$ cat src/rtl/pim_pkg.sv
package pim_pkg;

  typedef struct packed {
    logic len_err;
    logic pat_err;
    logic no_eop;
    logic no_sop;
  } pim_err_t;

  localparam logic [15:0] PIM_LFSR_SEED = 16'hACE1;

  function automatic logic [15:0] pim_lfsr_step(input logic [15:0] s);
    return {s[14:0], s[15] ^ s[13] ^ s[12] ^ s[10]};
  endfunction

endpackage

$ cat src/rtl/pim_gap_lfsr.sv
module pim_gap_lfsr
  import pim_pkg::*;
#(
  parameter logic [15:0] SEED = PIM_LFSR_SEED
) (
  input  logic clk,
  input  logic rst,
  output logic gap_bit
);
  logic [15:0] state_q;

  always_ff @(posedge clk) begin
    if (rst) state_q <= SEED;
    else     state_q <= pim_lfsr_step(state_q);
  end

  assign gap_bit = state_q[0];

  // a nonzero seed must never decay to the all-zero lock-up state
  assert_lfsr_nonzero_R4: assert property (@(posedge clk) disable iff (rst)
    state_q != 16'h0000);
endmodule

$ cat src/rtl/pim_read_gate.sv
module pim_read_gate #(
  parameter int PRIORITY = 0
) (
  input  logic gap_en,
  input  logic gap_bit,
  input  logic avail,
  input  logic pkt_open,
  output logic ready
);
  logic pace_ok;
  logic skip_avail;

  assign pace_ok    = !gap_en || gap_bit;
  assign skip_avail = (PRIORITY != 0) && pkt_open;
  assign ready      = pace_ok && (avail || skip_avail);
endmodule

$ cat src/rtl/pim_frame_tracker.sv
module pim_frame_tracker
  import pim_pkg::*;
#(
  parameter int DATA_W = 32,
  parameter int LEN_W  = 16
) (
  input  logic              clk,
  input  logic              rst,
  input  logic              xfer,
  input  logic              sop,
  input  logic              eop,
  input  logic [DATA_W-1:0] data,
  output logic              pkt_open,
  output pim_err_t          err,
  output logic              done_good
);
  localparam logic [LEN_W-1:0] ONE = LEN_W'(1);
  localparam logic [LEN_W-1:0] TWO = LEN_W'(2);

  logic              open_q, open_n;
  logic              bad_q, bad_n;
  logic [LEN_W-1:0]  cnt_q, cnt_n, cnt_inc;
  logic [LEN_W-1:0]  len_q, len_n;
  logic [DATA_W-1:0] prev_q, prev_n;
  logic [LEN_W-1:0]  decl_len;

  assign decl_len = data[LEN_W-1:0];
  assign cnt_inc  = (cnt_q == '1) ? cnt_q : cnt_q + ONE;

  always_comb begin
    err       = '0;
    done_good = 1'b0;
    open_n    = open_q;
    bad_n     = bad_q;
    cnt_n     = cnt_q;
    len_n     = len_q;
    prev_n    = prev_q;
    if (xfer) begin
      if (sop) begin
        err.no_eop = open_q;
        len_n      = decl_len;
        prev_n     = data;
        cnt_n      = ONE;
        bad_n      = 1'b0;
        if (eop) begin
          err.len_err = (decl_len != ONE);
          done_good   = (decl_len == ONE);
          open_n      = 1'b0;
        end else begin
          open_n = 1'b1;
        end
      end else if (!open_q) begin
        err.no_sop = 1'b1;
      end else begin
        err.pat_err = (cnt_q >= TWO) && (data != prev_q + DATA_W'(1));
        prev_n      = data;
        cnt_n       = cnt_inc;
        if (eop) begin
          err.len_err = (cnt_inc != len_q);
          done_good   = !bad_q && !err.pat_err && (cnt_inc == len_q);
          open_n      = 1'b0;
        end else begin
          bad_n = bad_q || err.pat_err;
        end
      end
    end
  end

  always_ff @(posedge clk) begin
    if (rst) begin
      open_q <= 1'b0;
      bad_q  <= 1'b0;
      cnt_q  <= '0;
      len_q  <= '0;
      prev_q <= '0;
    end else begin
      open_q <= open_n;
      bad_q  <= bad_n;
      cnt_q  <= cnt_n;
      len_q  <= len_n;
      prev_q <= prev_n;
    end
  end

  assign pkt_open = open_q;

  // packet state moves only on a transfer
  assert_idle_holds_state_R2: assert property (@(posedge clk) disable iff (rst)
    !xfer |=> ($stable(open_q) && $stable(cnt_q) && $stable(len_q)));

  // an end word without a start marker always closes the open packet
  assert_eop_closes_R5: assert property (@(posedge clk) disable iff (rst)
    (xfer && eop && !sop && open_q) |=> !open_q);

  // a start word always leaves a packet open unless it also ends it
  assert_sop_opens_R7: assert property (@(posedge clk) disable iff (rst)
    (xfer && sop && !eop) |=> (open_q && cnt_q == ONE));
endmodule

$ cat src/rtl/pim_err_status.sv
module pim_err_status
  import pim_pkg::*;
#(
  parameter int CNT_W = 16
) (
  input  logic             clk,
  input  logic             rst,
  input  pim_err_t         err,
  input  logic             done_good,
  output logic [CNT_W-1:0] pkt_count,
  output logic             error_detect,
  output logic             error_pulse
);
  logic any_err;
  assign any_err = |err;

  always_ff @(posedge clk) begin
    if (rst) begin
      pkt_count    <= '0;
      error_detect <= 1'b0;
      error_pulse  <= 1'b0;
    end else begin
      error_pulse  <= any_err;
      error_detect <= error_detect || any_err;
      if (done_good) pkt_count <= pkt_count + CNT_W'(1);
    end
  end

  // the flag never falls without reset
  assert_error_sticky_R10: assert property (@(posedge clk) disable iff (rst)
    error_detect |=> error_detect);

  // every event pulse is reflected in the sticky flag
  assert_pulse_sets_flag_R10: assert property (@(posedge clk) disable iff (rst)
    error_pulse |-> error_detect);

  // the good-packet count advances by at most one per cycle
  assert_count_step_R9: assert property (@(posedge clk) disable iff (rst)
    ##1 (pkt_count == $past(pkt_count) || pkt_count == $past(pkt_count) + CNT_W'(1)));
endmodule

$ cat src/rtl/pkt_integrity_monitor.sv
module pkt_integrity_monitor
  import pim_pkg::*;
#(
  parameter int          DATA_W   = 32,
  parameter int          LEN_W    = 16,
  parameter int          CNT_W    = 16,
  parameter int          PRIORITY = 0,
  parameter logic [15:0] SEED     = PIM_LFSR_SEED
) (
  input  logic              clk,
  input  logic              rst,
  input  logic              gap_en,
  input  logic [DATA_W-1:0] in_data,
  input  logic              in_sop,
  input  logic              in_eop,
  input  logic              in_valid,
  input  logic              in_avail,
  output logic              in_ready,
  output logic [CNT_W-1:0]  pkt_count,
  output logic              error_detect,
  output logic              error_pulse
);
  logic     gap_bit;
  logic     pkt_open;
  logic     xfer;
  logic     done_good;
  pim_err_t err;

  assign xfer = in_valid && in_ready;

  pim_gap_lfsr #(.SEED(SEED)) u_lfsr (
    .clk     (clk),
    .rst     (rst),
    .gap_bit (gap_bit)
  );

  pim_read_gate #(.PRIORITY(PRIORITY)) u_gate (
    .gap_en   (gap_en),
    .gap_bit  (gap_bit),
    .avail    (in_avail),
    .pkt_open (pkt_open),
    .ready    (in_ready)
  );

  pim_frame_tracker #(.DATA_W(DATA_W), .LEN_W(LEN_W)) u_track (
    .clk       (clk),
    .rst       (rst),
    .xfer      (xfer),
    .sop       (in_sop),
    .eop       (in_eop),
    .data      (in_data),
    .pkt_open  (pkt_open),
    .err       (err),
    .done_good (done_good)
  );

  pim_err_status #(.CNT_W(CNT_W)) u_status (
    .clk          (clk),
    .rst          (rst),
    .err          (err),
    .done_good    (done_good),
    .pkt_count    (pkt_count),
    .error_detect (error_detect),
    .error_pulse  (error_pulse)
  );

  // without gaps an available sink is always read
  assert_no_gap_reads_R3: assert property (@(posedge clk) disable iff (rst)
    (!gap_en && in_avail) |-> in_ready);

  // in data mode the sink is never read while it reports nothing available
  assert_obey_avail_R3: assert property (@(posedge clk) disable iff (rst)
    (PRIORITY == 0 && in_ready) |-> in_avail);

  // after reset nothing is flagged
  assert_reset_clear_R1: assert property (@(posedge clk)
    $past(rst) |-> (!error_detect && !error_pulse && pkt_count == '0));
endmodule

$ cat config.mk
export PLATFORM = sky130hd
export DESIGN_NAME = pkt_integrity_monitor
export DESIGN_NICKNAME = d
export VERILOG_FILES = /design/src/rtl/pim_pkg.sv /design/src/rtl/pim_gap_lfsr.sv /design/src/rtl/pim_read_gate.sv /design/src/rtl/pim_frame_tracker.sv /design/src/rtl/pim_err_status.sv /design/src/rtl/pkt_integrity_monitor.sv
export SDC_FILE = /design/constraint.sdc
export NUM_CORES = 1
export LEC_CHECK = 0
export CAP_MARGIN = 20
export CORE_UTILIZATION = 63
export DETAILED_ROUTE_END_ITERATION = 8
export PLACE_DENSITY = 0.92
export SYNTH_ARGS = -nofsm -noshare
export SYNTH_HDL_FRONTEND = slang
export SYNTH_SLANG_ARGS = --single-unit
$ cat constraint.sdc
create_clock -name clk -period 5 [get_ports clk]
set_input_delay 1 -clock clk [delete_from_list [all_inputs] [get_ports clk]]
set_output_delay 1 -clock clk [all_outputs]
set_load 0.02 [all_outputs]
Word-level counts from Yosys, hierarchy flattened
Index checks and enable logic that the tools add are counted.
{ "totals": {"regBits": 100, "in_bits": 39} }
{ "classes": {"bitwise_logic": 3, "add_sub_neg": 3, "n_lt_le_gt_ge": 1, "reduce_logical": 16, "eq_ne": 7, "muxes": 25} }
{ "ops": {"columns": ["operator", "n"], "rows": [
  ["32-bit 2-to-1 mux", 2],
  ["16-bit 2-to-1 mux", 3],
  ["16-bit by 1-bit adder with 16-bit output (second input constant)", 2],
  ["32-bit by 1-bit adder with 32-bit output (second input constant)", 1],
  ["32-bit != test", 1],
  ["1-bit 2-to-1 mux", 18],
  ["16-bit by 1-bit equality test with 1-bit output (second input constant)", 1],
  ["16-bit equality test", 1],
  ["16-bit equality test (second input constant)", 1],
  ["16-bit by 2-bit >= comparator with 1-bit output (second input constant)", 1],
  ["16-bit by 1-bit != test with 1-bit output (second input constant)", 1],
  ["16-bit != test", 1],
  ["1-bit logical AND", 5],
  ["4-bit 2-to-1 mux", 1],
  ["2-bit AND reduction", 2],
  ["4-bit OR reduction", 1],
  ["1-bit zero test", 3],
  ["1-bit logical OR", 3],
  ["3-bit AND reduction", 1],
  ["1-bit XOR", 3],
  ["2-bit 2-to-1 mux", 1],
  ["2-bit != test (second input constant)", 1],
  ["2-bit nonzero test", 1]
]} }

Longest topological paths before layout
Gate-level depths: netlist (run 1).
{ "depth": {"ltp_word": 10, "depth_mapped": 12, "ltp_nobuf": 10} }

Hierarchy
Synthesis (run 1) repeated with hierarchy kept, for this count alone.
{ "unflattened": {"hier_cells": 760, "hier_area_um2": 5984.5} }
{ "modules_own_cells": {"columns": ["module", "n_inst", "area_per_inst_um2", "seq_area_each_um2", "cells_per_inst"], "rows": [
  ["pim_frame_tracker", 1, 4700.8, 1321.3, 633],
  ["pim_err_status", 1, 812.0, 360.3, 88],
  ["pim_gap_lfsr", 1, 454.2, 320.3, 36],
  ["pim_read_gate", 1, 11.3, 0.0, 2],
  ["pkt_integrity_monitor", 1, 6.3, 0.0, 1]
]} }

Worst setup path before layout (run 1)
OpenSTA, ideal clock, no wires.
{ "synth_timing": {"path_type": "flip-flop to flip-flop", "startpoint": "register u_track.cnt_q[1]", "endpoint": "register u_status.pkt_count[8]", "path_stages_with_launch": 12, "path_slack_ps": 1734, "setup_ps": 123, "period_less_slack_ps": 3266, "path_buffers": 1, "t_arrival_ps": 3142, "cell_sequence": "dfxtp_1 -> ha_1 -> nand2_1 -> nor4_1 -> mux2i_1 -> o311ai_1 -> or4_4 -> nor4_4 -> o21ai_2 -> buf_6 -> a21oi_2 -> mux2_1"} }
{ "synth_between": {"elab_chain_len": 9, "elab_cells_between_ends": 13, "classes_between": "1 x add/sub; 1 x order compare; 2 x eq/ne; 5 x mux; 4 x reduce/logical"} }
{ "synth_lines": {"columns": ["item", "line", "source"], "rows": [
  ["start, declared", "pim_frame_tracker.sv:22", "logic [LEN_W-1:0] cnt_q, cnt_n, cnt_inc;"],
  ["start signal, assigned", "pim_frame_tracker.sv:79", "cnt_q <= cnt_n;"],
  ["parallel branches: the longest is 4 deep, another holds 16-bit by 1-bit adder with 16-bit output", null, null],
  ["1-bit logical AND (*)", "pim_frame_tracker.sv:60", "done_good = !bad_q && !err.pat_err && (cnt_inc == len_q);"],
  ["1-bit 2-to-1 mux (*)", "pim_frame_tracker.sv:58", "if (eop) begin"],
  ["1-bit 2-to-1 mux (*)", "pim_frame_tracker.sv:52", "end else if (!open_q) begin"],
  ["1-bit 2-to-1 mux (*)", "pim_frame_tracker.sv:39", "if (sop) begin"],
  ["1-bit 2-to-1 mux (*)", "pim_frame_tracker.sv:38", "if (xfer) begin"],
  ["end signal, assigned", "pim_err_status.sv:25", "if (done_good) pkt_count <= pkt_count + CNT_W'(1);"],
  ["end, declared", "pim_err_status.sv:10", "output logic [CNT_W-1:0] pkt_count,"]
]} }
Every way passes the cells marked *.
A chain may end at the register's enable or synchronous reset.

Worst setup path after layout (run 1)
{ "layout_timing": {"startpoint": "register u_track.cnt_q[3]", "endpoint": "register u_status.pkt_count[2]"} }
The elaborated chain is that of the path after synthesis.

==> key figures, run 1 <==
Timing
  – Rel. slew slack: 27.7%
  – Final setup fails: 0
  – RSZ-0062 raised after global routing: no
  – Final setup skew: between 10 and 15 ps
  – Final Critical Period: 3950 ps
  – Fin. Hold Viols: 0
  – Period utilization: 79.0%
  – Max frequency: about 250 MHz
  – Worst-margin pin slew: 1080 ps
  – Final count of pins violating max slew: 0
  – Setup slack after layout: 1050 ps
  – Setup Total Neg Slack: 0 ps

Yosys
  – Seq cells post-synth: 100
  – Post-synthesis sequential area ratio: 32.7%
  – Yosys warning count: 0
  – Syn_area_per_cell: roughly 7.7 um^2
  – Fraction of synthesized area in multiplexers: between 3 and 4%
  – Post-Syn Nets: 833
  – Mapped cell area: between 6000 and 7000 um^2
  – Post-Synth Simple-Gate Area: 32.2%
  – Main synth FF type: dfxtp_1
  – Post-Synth XOR/XNOR Area: 7.58%
  – Post-synth EDFFs: 0
  – Largest family of logic cells by synthesized area: simple AND/OR/NAND/NOR gates
  – Post-synth top area share: around a third
  – Mapped Cells: between 700 and 800
  – Synth Area in Adders: 0.818%
  – Cell accounting for the most synthesized area: dfxtp_1
  – Async set or reset register ratio after synthesis: 0%
  – Distinct cells, synth: 68
  – Synth top area cells: dfxtp_1, nand2_1, a21oi_1
  – Synth Area in Compound Gates: between 10% and 20%

Floorplan
  – Total die area: around 10000 um^2
  – IO Pins: just under 60
  – Die width: ~100 um
  – Chip height: 101 um
  – Core ar.: 9330 um^2
  – Initial Util: between 60% and 70%
  – # rows: 35

Critical path
  – Critical path depth: 9
  – Crit. End Element: flop
  – Worst setup SP type: flop
  – Arr. time, crit path: roughly 4200 ps
  – Worst Setup SP: u_track.cnt_q[3]
  – Max stage delay on crit path: between 800 and 900 ps
  – CP Cell Sequence: nand4_2 -> or4_1 -> nor2_1 -> o311ai_1 -> or4_4 -> nor4_4 -> o21ai_2 -> a21boi_0 -> mux2_2
  – Worst-path maximum fanout: 13
  – CP max-delay cell: or4_1
  – Crit-path leading delay family: simple AND/OR/NAND/NOR gates
  – Reg2reg start: u_track.cnt_q[3]
  – FF-to-FF path depth: 9
  – Worst endpoint required time: 5260 ps
  – Crit Path Category: reg2reg
  – CP bufs+invs: 0

Worst hold path
  – HP Start: u_lfsr.state_q[9]
  – Hold path depth: 1
  – HP Class: reg2reg

GRT
  – Initial antenna violation count: 0
  – First-pass GRT wire length: 26.3 mm
  – GRT overflow: 0
  – Gr usage total: 32.5%
  – Largest net degree at the start of global routing: about 110
  – Vias in the first global route: 5563

Route
  – DRT iter0 DRCs: around 360
  – Wirelength per Cell: 16.8 um
  – Vias per std cell: around 6.2
  – Antenna Nets Post-Route: 0
  – Final wirelength: between 15 and 20 mm
  – Remaining DRCs: 0
  – First-pass DRT Iterations: 5
  – DR vias: between 5000 and 6000

Power and ir drop
  – Static Leak: around 0.0024 uW
  – Pint: about 1100 uW
  – VDD IR-drop max: between 200 and 250 uV
  – Sw power: between 400 and 500 uW
  – Combinational cell fraction of total power: between 10% and 20%
  – Total Power: between 1500 and 2000 uW
  – Pwr dens: around 230 nW/um^2
  – Sw Ratio: between 20% and 30%
  – Register share of total power: between 50% and 60%
  – Clock power share: 32.7%

Clock network
  – Post-CTS Setup Inserts: 0
  – CTS Buffer Depth: 2
  – Clock sinks: 100
  – CTS HTree Levels: 3
  – CTS tree: built
  – Resized Gates After CTS: 0
  – TritonCTS Buffers: 9
  – Clk slew on worst S/H paths: about 100 ps
  – Hold_buf cts: 0
  – Clock network latency to the later pin of the worst-skew pair: about 360 ps
  – Clk root buf: clkbuf_8

Run status
  – Outcome: complete, no violations

Place
  – Placement Setup Slack: 784 ps
  – Post-DP HPWL: ~11 mm
  – PortBufs: 57
  – Placed cells: between 900 and 1000
  – Routability cong.: about 0.95

Final layout
  – Seq. cell area: approximately 2000 um^2
  – Area growth syn-to-layout: 12.2%
  – Final net count: between 800 and 900
  – Multi-input logic area: around 3800 um^2
  – Core Util, Final: roughly three quarters
  – # fillers: between 600 and 700
  – Final Non-Filler Cells: 945
  – Layout cells sized above 1: between 7 and 8%
  – Diode count: 0

Flow run
  – Max-Cap Viols: 0
==> Yosys cell counts (3+ instances only) <==
cell type	n
o31ai_1	4
nand4_4	3
nor3_1	18
buf_2	16
ha_1	4
buf_1	3
or2_2	10
a32oi_1	3
nor2b_1	27
mux2i_1	6
nand4_1	17
o21ai_0	14
or3_1	5
clkbuf_1	31
a31oi_1	7
a21oi_1	82
inv_1	14
xnor2_1	35
or4_1	8
xor2_1	18
a21oi_2	8
nand2b_1	4
nor4_4	4
and3_1	12
a31o_2	3
dfxtp_1	100
nand2_1	130
a21o_1	4
a211o_1	4
and4_1	13
o2111ai_1	5
a211oi_1	4
nor2_1	51
a21boi_0	3
and2_1	9
nor4_1	20
o21ai_1	5
nand3_1	32
mux2_1	14
==> cell type report <==
type                    instances  share of cell area [%]
multi-input cells             621                    55.8
flip-flops and latches        100                    29.1
repair buffers                 64                    9.03
well taps                     129                    2.35
clock buffers                  11                    2.20
inverters                      15                   0.820
clock inverters                 5                   0.638
==> registers in the layout, indices dropped and copies added (netlist names) <==
register,flops
u_track.bad_q,1
u_status.error_detect,1
u_status.pkt_count,16
u_track.pkt_open,1
u_track.cnt_q,16
u_track.len_q,16
u_track.prev_q,32
u_lfsr.state_q,16
u_status.error_pulse,1
==> metrics by stage <==
stage | hold slack [ps] | instance area, um^2
detailed placement | 399 | 6670
global placement | 393 | 6670
floorplan | 389 | 6120
CTS | 430 | 6870
global route | 444 | 6870
finish | 435 | 6870
==> logic make-up (layout without fill, tap and decap cells) <==
kind of cell | count (synthesis) | after routing
AO/OA/AOI/OAI | 172 | 172
buffers and inverters | 69 | 95
AND/OR/NAND/NOR | 370 | 370
XOR/XNOR | 53 | 53
adder cells (fa/ha/maj) | 4 | 4
multiplexers | 22 | 22
flip-flops | 100 | 100
==> worst paths after layout <==
check	slack, ps	endpoint
worst max-delay path	1050	u_status.pkt_count[2]
worst min-delay path	440	u_lfsr.state_q[10]
worst max register to register	1050	u_status.pkt_count[2]
worst min register to register	440	u_lfsr.state_q[10]
==> worst register-to-register path, stage by stage, from the launching register on <==
cell      delay (ps)
dfxtp_1          590
nand4_2          400
or4_1            840
nor2_1           160
o311ai_1         110
or4_4            540
nor4_4           270
o21ai_2          260
a21boi_0         310
mux2_2           380
==> per-layer routing <==
layer  vias to the layer above  GRT usage [%]  share of wire (%)  wire length [um]
met4                         0           12.8                2.3               369
li1                       2861              -                  -                 -
met5                         -              0                  0                 0
met2                       197           55.3                 49              7830
met1                      2791           40.9                 43              6730
met3                        38           5.89                5.7               908
==> cell usage in the layout, fill, tap and decap left out, types with 5 or more instances in the layout <==
cell type	instances
o2111ai_1	5
clkbuf_8	11
or3_1	5
nor2b_1	27
mux2_1	14
or2_2	10
a21oi_1	81
inv_1	14
buf_4	8
clkdlybuf4s50_1	56
a31oi_1	7
o21ai_1	5
nand4_1	17
a21oi_2	9
xor2_1	18
nand2_1	130
nor4_1	20
nand3_1	32
xnor2_1	35
or4_1	8
dfxtp_1	100
and3_1	12
and2_1	9
mux2i_1	6
nor2_1	51
nor3_1	18
o21ai_0	13
and4_1	13
==> power groups by stage <==
stage	clock (uW)	combinational (uW)	sequential, uW
floorplan	0	132	857
global placement	0	195	865
detailed placement	0	201	867
CTS	515	204	849
global route	552	225	853
finish	512	205	850
Note: power is estimated with default switching activity, not from simulation.
==> inputs of run 2 (changes only) <==
--- a/config.mk
+++ b/config.mk
@@ -6,9 +6,9 @@
 export NUM_CORES = 1
 export LEC_CHECK = 0
 export CAP_MARGIN = 20
-export CORE_UTILIZATION = 63
+export CORE_UTILIZATION = 58
 export DETAILED_ROUTE_END_ITERATION = 8
-export PLACE_DENSITY = 0.92
+export PLACE_DENSITY = 0.86
 export SYNTH_ARGS = -nofsm -noshare
 export SYNTH_HDL_FRONTEND = slang
 export SYNTH_SLANG_ARGS = --single-unit
==> constraint.sdc (replaced) <==
create_clock -name clk -period 3.7 [get_ports clk]
set_input_delay 0.74 -clock clk [delete_from_list [all_inputs] [get_ports clk]]
set_output_delay 0.74 -clock clk [all_outputs]
set_load 0.02 [all_outputs]
==> key figures, run 2 (same netlist as run 1, synthesis figures left out) <==
GRT
  – Most Crowded Layer GR: met2 (unchanged)
  – Met1 GRT Util: 39.5% (was 40.9%)
  – Met2 global-route usage: 50.0% (was 55.3%)
  – Gr usage total: 30.1% (was 32.5%)
  – First-pass GRT wire length: 26.8 mm (was 26.3 mm)
  – Initial antenna violation count: 0 (unchanged)
  – GRT overflow: 0 (unchanged)
  – Largest net degree at the start of global routing: 90 (was 114)
  – Vias in the first global route: 5507 (was 5563)
  – Met3 Use GR: 4.93% (was 5.89%)

Final layout
  – Area growth syn-to-layout: 16.0% (was 12.2%)
  – Multi-input logic area: 3840 um^2 (was 3830 um^2)
  – Most frequent cells in the layout: nand2_1, dfxtp_1, a21oi_1, clkdlybuf4s50_1, nor2_1 (unchanged)
  – Commonest non-fill, non-tap cell in the layout: nand2_1 (unchanged)
  – Final net count: 880 (was 854)
  – Seq. cell area: 2000 um^2 (unchanged)
  – # fillers: 858 (was 688)
  – Layout cells sized above 1: 10.8% (was 7.97%)
  – Flip-flop count of the largest register after layout: 32 (unchanged)
  – Diode count: 0 (unchanged)
  – Most flops, register: u_track.prev_q (unchanged)

Flow run
  – Max-Cap Viols: 0 (unchanged)

Clock network
  – Resized Gates After CTS: 0 (unchanged)
  – CTS tree: built (unchanged)
  – TritonCTS Buffers: 9 (unchanged)
  – Post-CTS Setup Inserts: 0 (unchanged)
  – Clock network latency to the later pin of the worst-skew pair: 380 ps (was 360 ps)
  – Clk root buf: clkbuf_8 (unchanged)
  – CTS HTree Levels: 3 (unchanged)
  – Clock sinks: 100 (unchanged)
  – Hold_buf cts: 0 (unchanged)
  – CTS Buffer Depth: 2 (unchanged)
  – Clk slew on worst S/H paths: 110 ps (was 100 ps)

Route
  – Antenna Nets Post-Route: 0 (unchanged)
  – Vias per std cell: 6.09 (was 6.23)
  – Remaining DRCs: 0 (unchanged)
  – Wirelength per Cell: 16.4 um (was 16.8 um)
  – DR vias: 5956 (was 5887)
  – First-pass DRT Iterations: 5 (unchanged)
  – Final wirelength: 16.0 mm (was 15.8 mm)
  – DRT iter0 DRCs: 392 (was 359)

Critical path
  – Arr. time, crit path: 3740 ps (was 4210 ps)
  – Internal reg-to-reg setup slack: 240 ps (was 1050 ps)
  – Reg2Reg Capture Point: u_status.pkt_count[2] (unchanged)
  – Critical path depth: 9 (unchanged)
  – Crit Path Category: reg2reg (unchanged)
  – Crit-path leading delay family: simple AND/OR/NAND/NOR gates (unchanged)
  – FF-to-FF path depth: 9 (unchanged)
  – Worst setup SP type: flop (unchanged)
  – Reg2reg start: u_track.cnt_q[8] (was u_track.cnt_q[3])
  – CP bufs+invs: 0 (unchanged)
  – Worst endpoint required time: 3980 ps (was 5260 ps)
  – CP Cell Sequence: nand2_1 -> or4_1 -> nor2_1 -> o2111ai_1 -> or4_4 -> nor4_4 -> o21ai_2 -> a21boi_0 -> mux2_2 (was nand4_2 -> or4_1 -> nor2_1 -> o311ai_1 -> or4_4 -> nor4_4 -> o21ai_2 -> a21boi_0 -> mux2_2)
  – Crit. End Element: flop (unchanged)
  – CP max-delay cell: or4_1 (unchanged)
  – Max stage delay on crit path: 630 ps (was 840 ps)
  – Worst-path maximum fanout: 10 (was 13)

Power and ir drop
  – VDD IR-drop max: 299 uV (was 215 uV)
  – Total Power: 2130 uW (was 1570 uW)
  – Clock power share: 32.9% (was 32.7%)
  – Pwr dens: 300 nW/um^2 (was 228 nW/um^2)
  – Pint: 1510 uW (was 1130 uW)
  – Register share of total power: 53.8% (was 54.2%)
  – Sw Ratio: 29.3% (was 27.9%)
  – Static Leak: 0.00249 uW (was 0.00235 uW)
  – Sw power: 624 uW (was 437 uW)
  – Combinational cell fraction of total power: 13.3% (was 13.1%)

Timing
  – Setup Total Neg Slack: 0 ps (unchanged)
  – Rel. slew slack: 43.3% (was 27.7%)
  – Max frequency: 289 MHz (was 253 MHz)
  – Final count of pins violating max slew: 0 (unchanged)
  – Worst-margin pin slew: 851 ps (was 1080 ps)
  – Period utilization: 93.5% (was 79.0%)
  – Final setup skew: 23.4 ps (was 11.3 ps)
  – Final setup fails: 0 (unchanged)
  – Final Critical Period: 3460 ps (was 3950 ps)
  – Fin. Hold Viols: 0 (unchanged)
  – RSZ-0062 raised after global routing: no (unchanged)

Floorplan
  – IO Pins: 58 (unchanged)
  – Die width: 105 um (was 101 um)
  – Total die area: 11000 um^2 (was 10100 um^2)
  – Core ar.: 10300 um^2 (was 9330 um^2)
  – Chip height: 105 um (was 101 um)
  – # rows: 37 (was 35)
  – Initial Util: 59.6% (was 65.6%)

Run status
  – Outcome: complete, no violations (unchanged)

Worst hold path
  – HP Class: reg2reg (unchanged)
  – Hold path depth: 1 (unchanged)
  – HP Start: u_lfsr.state_q[5] (was u_lfsr.state_q[9])
  – Hold EP: u_lfsr.state_q[6] (was u_lfsr.state_q[10])

Place
  – Post-DP HPWL: 11.6 mm (was 11.4 mm)
  – PortBufs: 57 (unchanged)
  – Routability cong.: 0.969 (was 0.955)
## run 2: area by class of cell
type	count	area share [%]
tap	136	2.40
timing repair buffer	90	11.7
clock inverter	7	1.09
inverter	15	0.793
sequential	100	28.2
clock buffer	9	1.74
multi-input combinational	621	54.1
## run 2: worst max-delay path by stage
stage,to,start,slack [ps]
floorplan,u_status.pkt_count[8],u_track.cnt_q[1],430
global placement,u_status.pkt_count[10],in_data[9],50
detailed placement,u_status.pkt_count[10],in_data[9],-40
CTS,u_status.pkt_count[2],u_track.cnt_q[8],290
global route,u_status.pkt_count[2],u_track.cnt_q[8],70
finish,u_status.pkt_count[2],u_track.cnt_q[8],240
## run 2: power groups by stage
stage	Sequential, uW	Clock, uW	Combinational [uW]
final	1150	701	283
after floorplan	1160	0	178
after global routing	1150	763	309
after CTS	1150	717	281
after detailed placement	1170	0	278
after global placement	1170	0	269
## run 2: metrics by stage
stage / utilization, % / hold WS (ps) / cell area [um^2] / setup WS (ps) / std cells
final: 69.1 / 425 / 7100 / 239 / 978
after global routing: 69.1 / 437 / 7100 / 69.1 / 978
after CTS: 69.1 / 428 / 7100 / 290 / 978
after detailed placement: 67.1 / 397 / 6900 / -36.2 / 962
after global placement: 67.1 / 394 / 6900 / 47.5 / 962
after floorplan: - / 389 / 6120 / 434 / 790
## run 2: layer usage
layer	up-vias	part of all wire [%]	routed length, um
met5	-	0	0
met4	0	1.8	289
met3	22	6.0	954
met2	199	48	7670
met1	2821	44	7090
li1	2914	-	-
